$ cat src/rtl/flash_cmd_pkg.sv
package flash_cmd_pkg;
  localparam int DATA_W = 8;

  localparam logic [DATA_W-1:0] CMD_KEY1   = 8'hAA;
  localparam logic [DATA_W-1:0] CMD_KEY2   = 8'h55;
  localparam logic [DATA_W-1:0] CMD_PROG   = 8'hA0;
  localparam logic [DATA_W-1:0] CMD_ESETUP = 8'h80;
  localparam logic [DATA_W-1:0] CMD_CHIP   = 8'h10;
  localparam logic [DATA_W-1:0] CMD_SECT   = 8'h30;

  typedef struct packed {
    logic latchPgm;
    logic doProgram;
    logic addSector;
    logic allSectors;
    logic zeroAll;
    logic eraseMasked;
    logic clearMask;
  } flStrobe_t;

  typedef enum logic [1:0] {
    RD_ARRAY,
    RD_PGM_STATUS,
    RD_ERASE_STATUS
  } rdMode_t;
endpackage

$ cat src/rtl/flash_cmd_datapath.sv
module flash_cmd_datapath
  import flash_cmd_pkg::*;
#(
  parameter int DEPTH = 64,
  parameter int NSECT = 4
) (
  input  logic                     clk,
  input  logic                     rstN,
  input  flStrobe_t                strb,
  input  rdMode_t                  rdMode,
  input  logic [$clog2(DEPTH)-1:0] busIdx,
  input  logic [DATA_W-1:0]        wrData,
  output logic [DATA_W-1:0]        rdData
);
  localparam int IDX_W  = $clog2(DEPTH);
  localparam int SECT_W = $clog2(NSECT);
  localparam int SPS    = DEPTH / NSECT;

  logic [DEPTH-1:0][DATA_W-1:0] mem;
  logic [NSECT-1:0]             sectMask;
  logic [IDX_W-1:0]             pgmIdx;
  logic [DATA_W-1:0]            pgmData;
  logic [DEPTH-1:0]             eraseHit;
  logic [SECT_W-1:0]            busSect;

  assign busSect = busIdx[IDX_W-1 -: SECT_W];

  for (genvar g = 0; g < DEPTH; g++) begin : g_hit
    localparam int SOWN = g / SPS;
    assign eraseHit[g] = strb.eraseMasked & sectMask[SOWN];
  end

  always_ff @(posedge clk) begin
    if (!rstN) begin
      mem      <= '1;
      sectMask <= '0;
      pgmIdx   <= '0;
      pgmData  <= '0;
    end else begin
      if (strb.latchPgm) begin
        pgmIdx  <= busIdx;
        pgmData <= wrData;
      end
      for (int i = 0; i < DEPTH; i++) begin
        if (strb.zeroAll)
          mem[i] <= '0;
        else if (eraseHit[i])
          mem[i] <= '1;
        else if (strb.doProgram && pgmIdx == IDX_W'(i))
          mem[i] <= mem[i] & pgmData;
      end
      if (strb.eraseMasked || strb.clearMask)
        sectMask <= '0;
      else if (strb.allSectors)
        sectMask <= '1;
      else if (strb.addSector)
        sectMask[busSect] <= 1'b1;
    end
  end

  always_comb begin
    case (rdMode)
      RD_PGM_STATUS:   rdData = {~pgmData[DATA_W-1], {(DATA_W-1){1'b0}}};
      RD_ERASE_STATUS: rdData = '0;
      default:         rdData = mem[busIdx];
    endcase
  end

  // a program can only clear bits of the latched location
  p_prog_and_r2: assert property (@(posedge clk) disable iff (!rstN)
    strb.doProgram |=> mem[$past(pgmIdx)] == ($past(mem[pgmIdx]) & $past(pgmData)));

  // with no array-changing strobe the array holds
  p_idle_stable_r6: assert property (@(posedge clk) disable iff (!rstN)
    !(strb.doProgram || strb.zeroAll || strb.eraseMasked) |=> $stable(mem));

  // a marked sector reads erased after the erase strobe
  p_erase_ones_r5: assert property (@(posedge clk) disable iff (!rstN)
    (strb.eraseMasked && sectMask[0]) |=> mem[0] == '1);
endmodule

$ cat src/rtl/flash_cmd_ctrl.sv
module flash_cmd_ctrl
  import flash_cmd_pkg::*;
#(
  parameter int ADDR_W      = 12,
  parameter int PGM_CYCLES  = 8,
  parameter int WIN_CYCLES  = 16,
  parameter int PRE_CYCLES  = 12,
  parameter int ERASE_CYCLES = 20
) (
  input  logic              clk,
  input  logic              rstN,
  input  logic [ADDR_W-1:0] busAddr,
  input  logic [DATA_W-1:0] busWrData,
  input  logic              busWrEn,
  output flStrobe_t         strb,
  output rdMode_t           rdMode
);
  localparam int MAX_A = (PGM_CYCLES > WIN_CYCLES) ? PGM_CYCLES : WIN_CYCLES;
  localparam int MAX_B = (PRE_CYCLES > ERASE_CYCLES) ? PRE_CYCLES : ERASE_CYCLES;
  localparam int MAX_C = (MAX_A > MAX_B) ? MAX_A : MAX_B;
  localparam int CNT_W = $clog2(MAX_C + 1);
  localparam logic [ADDR_W-1:0] ADR_A = ADDR_W'(12'h555);
  localparam logic [ADDR_W-1:0] ADR_B = ADDR_W'(12'h2AA);
  localparam logic [CNT_W-1:0] LD_PGM = CNT_W'(PGM_CYCLES - 1);
  localparam logic [CNT_W-1:0] LD_WIN = CNT_W'(WIN_CYCLES - 1);
  localparam logic [CNT_W-1:0] LD_PRE = CNT_W'(PRE_CYCLES - 1);
  localparam logic [CNT_W-1:0] LD_ERS = CNT_W'(ERASE_CYCLES - 1);

  typedef enum logic [3:0] {
    S_READ, S_UNL1, S_UNL2, S_PSET, S_ESET, S_EUNL1, S_EUNL2,
    S_WIN, S_PGM, S_PRE, S_ERASE
  } ctlState_t;

  ctlState_t        state, nextState;
  logic [CNT_W-1:0] cnt, nextCnt;
  logic             isKey1, isKey2, isProg, isESet, isChip, isSect;

  assign isKey1 = busWrEn && busAddr == ADR_A && busWrData == CMD_KEY1;
  assign isKey2 = busWrEn && busAddr == ADR_B && busWrData == CMD_KEY2;
  assign isProg = busWrEn && busAddr == ADR_A && busWrData == CMD_PROG;
  assign isESet = busWrEn && busAddr == ADR_A && busWrData == CMD_ESETUP;
  assign isChip = busWrEn && busAddr == ADR_A && busWrData == CMD_CHIP;
  assign isSect = busWrEn && busWrData == CMD_SECT;

  always_comb begin
    nextState = state;
    nextCnt   = cnt;
    strb      = '0;
    case (state)
      S_READ: if (isKey1) nextState = S_UNL1;
      S_UNL1: if (busWrEn) nextState = isKey2 ? S_UNL2 : S_READ;
      S_UNL2: if (busWrEn) nextState = isProg ? S_PSET : (isESet ? S_ESET : S_READ);
      S_PSET: if (busWrEn) begin
        strb.latchPgm = 1'b1;
        nextState     = S_PGM;
        nextCnt       = LD_PGM;
      end
      S_ESET:  if (busWrEn) nextState = isKey1 ? S_EUNL1 : S_READ;
      S_EUNL1: if (busWrEn) nextState = isKey2 ? S_EUNL2 : S_READ;
      S_EUNL2: if (busWrEn) begin
        if (isChip) begin
          strb.allSectors = 1'b1;
          nextState       = S_PRE;
          nextCnt         = LD_PRE;
        end else if (isSect) begin
          strb.addSector = 1'b1;
          nextState      = S_WIN;
          nextCnt        = LD_WIN;
        end else begin
          nextState = S_READ;
        end
      end
      S_WIN: begin
        if (busWrEn) begin
          if (isSect) begin
            strb.addSector = 1'b1;
            nextCnt        = LD_WIN;
          end else begin
            strb.clearMask = 1'b1;
            nextState      = S_READ;
          end
        end else if (cnt == '0) begin
          nextState = S_ERASE;
          nextCnt   = LD_ERS;
        end else begin
          nextCnt = cnt - 1'b1;
        end
      end
      S_PGM: begin
        if (cnt == '0) begin
          strb.doProgram = 1'b1;
          nextState      = S_READ;
        end else nextCnt = cnt - 1'b1;
      end
      S_PRE: begin
        if (cnt == '0) begin
          strb.zeroAll = 1'b1;
          nextState    = S_ERASE;
          nextCnt      = LD_ERS;
        end else nextCnt = cnt - 1'b1;
      end
      S_ERASE: begin
        if (cnt == '0) begin
          strb.eraseMasked = 1'b1;
          nextState        = S_READ;
        end else nextCnt = cnt - 1'b1;
      end
      default: nextState = S_READ;
    endcase
  end

  always_ff @(posedge clk) begin
    if (!rstN) begin
      state <= S_READ;
      cnt   <= '0;
    end else begin
      state <= nextState;
      cnt   <= nextCnt;
    end
  end

  always_comb begin
    case (state)
      S_PGM:                  rdMode = RD_PGM_STATUS;
      S_WIN, S_PRE, S_ERASE:  rdMode = RD_ERASE_STATUS;
      default:                rdMode = RD_ARRAY;
    endcase
  end

  // only the first unlock cycle leaves read mode
  p_read_hold_r1: assert property (@(posedge clk) disable iff (!rstN)
    (state == S_READ && !isKey1) |=> state == S_READ);

  // an extra sector write restarts the window
  p_win_restart_r5: assert property (@(posedge clk) disable iff (!rstN)
    (state == S_WIN && isSect) |=> (state == S_WIN && cnt == LD_WIN));

  // a running program stays busy regardless of writes
  p_busy_ignore_r6: assert property (@(posedge clk) disable iff (!rstN)
    (state == S_PGM && cnt != '0) |=> state == S_PGM);

  // at most one datapath action per cycle
  p_strobe_onehot_r6: assert property (@(posedge clk) disable iff (!rstN)
    $onehot0(strb));
endmodule

$ cat src/rtl/flash_cmd_top.sv
module flash_cmd_top
  import flash_cmd_pkg::*;
#(
  parameter int ADDR_W       = 12,
  parameter int DEPTH        = 64,
  parameter int NSECT        = 4,
  parameter int PGM_CYCLES   = 8,
  parameter int WIN_CYCLES   = 16,
  parameter int PRE_CYCLES   = 12,
  parameter int ERASE_CYCLES = 20
) (
  input  logic              clk,
  input  logic              rstN,
  input  logic [ADDR_W-1:0] busAddr,
  input  logic [7:0]        busWrData,
  input  logic              busWrEn,
  output logic [7:0]        busRdData
);
  localparam int IDX_W = $clog2(DEPTH);

  flStrobe_t strb;
  rdMode_t   rdMode;

  flash_cmd_ctrl #(
    .ADDR_W(ADDR_W), .PGM_CYCLES(PGM_CYCLES), .WIN_CYCLES(WIN_CYCLES),
    .PRE_CYCLES(PRE_CYCLES), .ERASE_CYCLES(ERASE_CYCLES)
  ) u_ctrl (
    .clk(clk), .rstN(rstN), .busAddr(busAddr), .busWrData(busWrData),
    .busWrEn(busWrEn), .strb(strb), .rdMode(rdMode)
  );

  flash_cmd_datapath #(.DEPTH(DEPTH), .NSECT(NSECT)) u_dp (
    .clk(clk), .rstN(rstN), .strb(strb), .rdMode(rdMode),
    .busIdx(busAddr[IDX_W-1:0]), .wrData(busWrData), .rdData(busRdData)
  );
endmodule

$ cat config.mk
export PLATFORM = sky130hd
export DESIGN_NAME = flash_cmd_top
export DESIGN_NICKNAME = d
export VERILOG_FILES = /design/src/rtl/flash_cmd_pkg.sv /design/src/rtl/flash_cmd_datapath.sv /design/src/rtl/flash_cmd_ctrl.sv /design/src/rtl/flash_cmd_top.sv
export SDC_FILE = /design/constraint.sdc
export NUM_CORES = 1
export LEC_CHECK = 0
export BUFFER_PORTS_ARGS = -buffer_cell sky130_fd_sc_hd__buf_4
export CORE_UTILIZATION = 30
export CTS_BUF_LIST = sky130_fd_sc_hd__clkbuf_8 sky130_fd_sc_hd__clkbuf_16
export DETAILED_ROUTE_END_ITERATION = 10
export PLACE_DENSITY_LB_ADDON = 0.25
export SYNTH_ARGS = -nofsm -noshare
export SYNTH_HDL_FRONTEND = slang
export SYNTH_SLANG_ARGS = --single-unit
$ cat constraint.sdc
create_clock -name clk -period 4.05 [get_ports clk]
set_input_delay 0.2025 -clock clk [delete_from_list [all_inputs] [get_ports clk]]
set_output_delay 0.2025 -clock clk [all_outputs]
set_load 0.1 [all_outputs]
==> results.cfg <==
[critical_path]
r2r_setup_slack_ps = 790
path_cells = nand4b_1 -> a21boi_0 -> ha_1 -> o2111ai_1 -> a21oi_1 -> buf_4
crit_path_top_delay_cell = dfxtp_1
crit-reg2reg-launch = u_ctrl.cnt[1]
crit_start = u_ctrl.state[2]
endpoint_kind = primary output
cp-start-kind = flop
cp_slowest_stage_delay_ps = 760
rr_endpoint = u_dp.mem[402]
rr_worst_depth = 8
worstPathArrival_ps = 3590
cp_max_fo = 19
critical-path-top-delay-family = compound AO/OA/AOI/OAI gates
endpoint = busRdData[2]
crit_buf_inv = 1
crit_cells = 6
critPathKind = flop to primary output
worst_ep_required_time_ps = 3850

[hold_path]
hp-start = busAddr[5]
worstHoldPathType = input pin to flop

[synth]
synth-seq-area-share_pct = 46.1
synth_edf_count = 0
ys_types = 73
synthFlopType = dfxtp_1
ys_async_sr_fraction_pct = 0
synth_top_cell_by_area = dfxtp_1
synthTopCellsByArea = dfxtp_1, o211ai_1, mux4_2, nand2_1, clkbuf_1
synth-seq-cells = 539
synth_cells = 2378
synthesis.nets = 2403
syn_area_um2 = 23400
synth_top_area_share_pct = 46.1
avgSynthCellArea_um2 = 9.84
ys_warn_count = 0

[cts]
cts_sinks = 539
clock_latency_ps = 620
cts_buffers = 57
cts_max_path_buffers = 3
cts-root-buf = clkbuf_16
cts_max_level = 2
cts_tree = done
postCtsSetupBuffers = 0
clk_pin_slew_worst_paths_ps = 60

[timing]
tightest_slew_ps = 1320
relSlewSlack_pct = 12.3
fin_crit_sh_pct = 93.7
rsz0062_at_grt = false
slew_violations = 0
fmax_mhz = 264
fin_setup_tns_ps = 0
setup_viol = 0
clock_skew_ps = 19.0
hold_violations = 0
min_period_ps = 3790

[grt]
grt_pass1_wl_mm = 112
grt_max_degree = 129
first_global_vias = 18300
antenna_found_initial = 0
overflow = 0
grtUsageTotal_pct = 18.2

[floorplanning]
dieWidth_um = 281
rows = 102
io_pins = 31
core_region_area_um2 = 77300
initial_core_util_pct = 30.3
fp.dieArea_um2 = 79100
dieHeight_um = 281

[status]
status = finished, final reports clean

[routing]
detail-route-antenna-nets = 0
routedWlPerCell_um = 21.4
dr.pass1.iters = 5
first_iter_violations = 1819
wl_mm = 72.2
vias = 18800
route.detailed.drc = 0
viasPerCell = 5.58

[place]
portBuffers = 30
place.gp.congestion = 0.858
dpl.hpwl_mm = 44.5

[finish]
fin_nets = 2319
regArea_um2 = 10800
diodes = 0
multi_input_area_um2 = 11700
drive_gt1_share_pct = 16.4
final_cell_mix = nand2_1, dfxtp_1, o211ai_1
fin_util_pct = 34.2
layout_commonest_cell = nand2_1
area_growth_syn_to_layout_pct = 13.0
fill_cells = 7839

[power_and_ir_drop]
leakagePower_nw = 9.15
vdd_drop_max_mv = 0.354
report.power.total_w = 0.0109
power_density_nw_per_um2 = 412

[job]
drv_cap = 0
==> power breakdown <==
| part | internal (W) | switching, W | leakage, nW | total [W] |
|---|---|---|---|---|
| clock network | 0.00297 | 0.00214 | 0.971 | 0.00511 |
| registers | 0.00530 | 0.00000725 | 4.37 | 0.00531 |
| logic | 0.000146 | 0.000337 | 3.81 | 0.000483 |
==> metrics by stage <==
| stage | setup WS, ps | hold WS [ps] | instance area (um2) | cells |
|---|---|---|---|---|
| global route | 19.4 | 49.3 | 26400 | 3374 |
| detailed placement | 655 | 446 | 24500 | 3266 |
| finish | 256 | 60.0 | 26400 | 3374 |
| CTS | 108 | 24.8 | 26400 | 3374 |
| floorplan | 738 | 320 | 23400 | 2378 |
| global placement | 727 | 441 | 24500 | 3266 |
==> cell type report <==
class,count,share of cell area (%)
Clock inverter,27,0.634
Inverter,7,0.0994
Multi-Input combinational cell,1600,44.3
Tap cell,1040,4.92
Sequential cell,539,40.9
Timing Repair Buffer,89,2.92
Clock buffer,72,6.26
==> routing by layer <==
layer	wire [um]	global-route usage, %
met5	0	0
met2	33300	29.2
met3	4560	3.30
met1	32200	24.3
met4	2130	6.42
==> cells in the mapped netlist (3+ instances only) <==
master,instances
nand2_1,580
dfxtp_1,539
o211ai_1,494
clkbuf_1,189
mux4_2,125
nor2_1,53
mux2i_1,48
nand2_2,30
a21oi_1,28
buf_2,24
o211ai_2,21
nand3_1,18
nor2b_1,17
o21ai_0,15
a22oi_1,14
nand2b_1,14
nand4_1,12
o22ai_1,11
nor3_1,10
nand2_4,9
buf_1,8
a211oi_1,7
inv_1,7
and3_1,6
buf_4,6
o2111ai_1,5
o221ai_1,5
a31oi_1,4
and4_1,4
buf_6,4
nor4_1,4
nor4b_1,4
a22o_1,3
and2_1,3
nand4b_1,3
or2_2,3
==> cells by family after synthesis <==
kind of cell    synth area share, %
mux                            14.2
buf+inv                        4.26
compound gates                 20.3
fa+ha+maj                     0.150
simple gates                   15.0
flops                          46.1
xor+xnor                     0.0749
==> registers in the layout, summed over array words and instances, names as in the netlist <==
signal,flops
u_ctrl.state,4
u_ctrl.cnt,5
u_dp.pgmData,8
u_dp.mem,512
u_dp.sectMask,4
u_dp.pgmIdx,6
==> how the worst min path moves through the flow <==
| stage | to | slack (ps) | cells past startpoint |
|---|---|---|---|
| 4_1_cts | u_dp.pgmIdx[5] | 20 | 3 |
| 6_report | u_dp.pgmIdx[5] | 60 | 3 |
| 3_3_place_gp | u_dp.mem[463] | 440 | 2 |
| 3_5_place_dp | u_dp.mem[503] | 450 | 2 |
| 5_1_grt | u_dp.pgmIdx[5] | 50 | 3 |
| 2_1_floorplan | u_ctrl.cnt[4] | 320 | 1 |
==> timing repair <==
item | CTS | global route
hold endpoints to repair | 16 | 0
gates resized for setup | 1 | 2
endpoints found under the setup margin | 1 | 2
hold buffers | 9 | 0
==> tightest hold or removal path, stage by stage <==
cell and delay (ps):
buf_4 190, mux2i_1 160, nor2_1 50
Note: power is estimated with default switching activity, not from simulation.
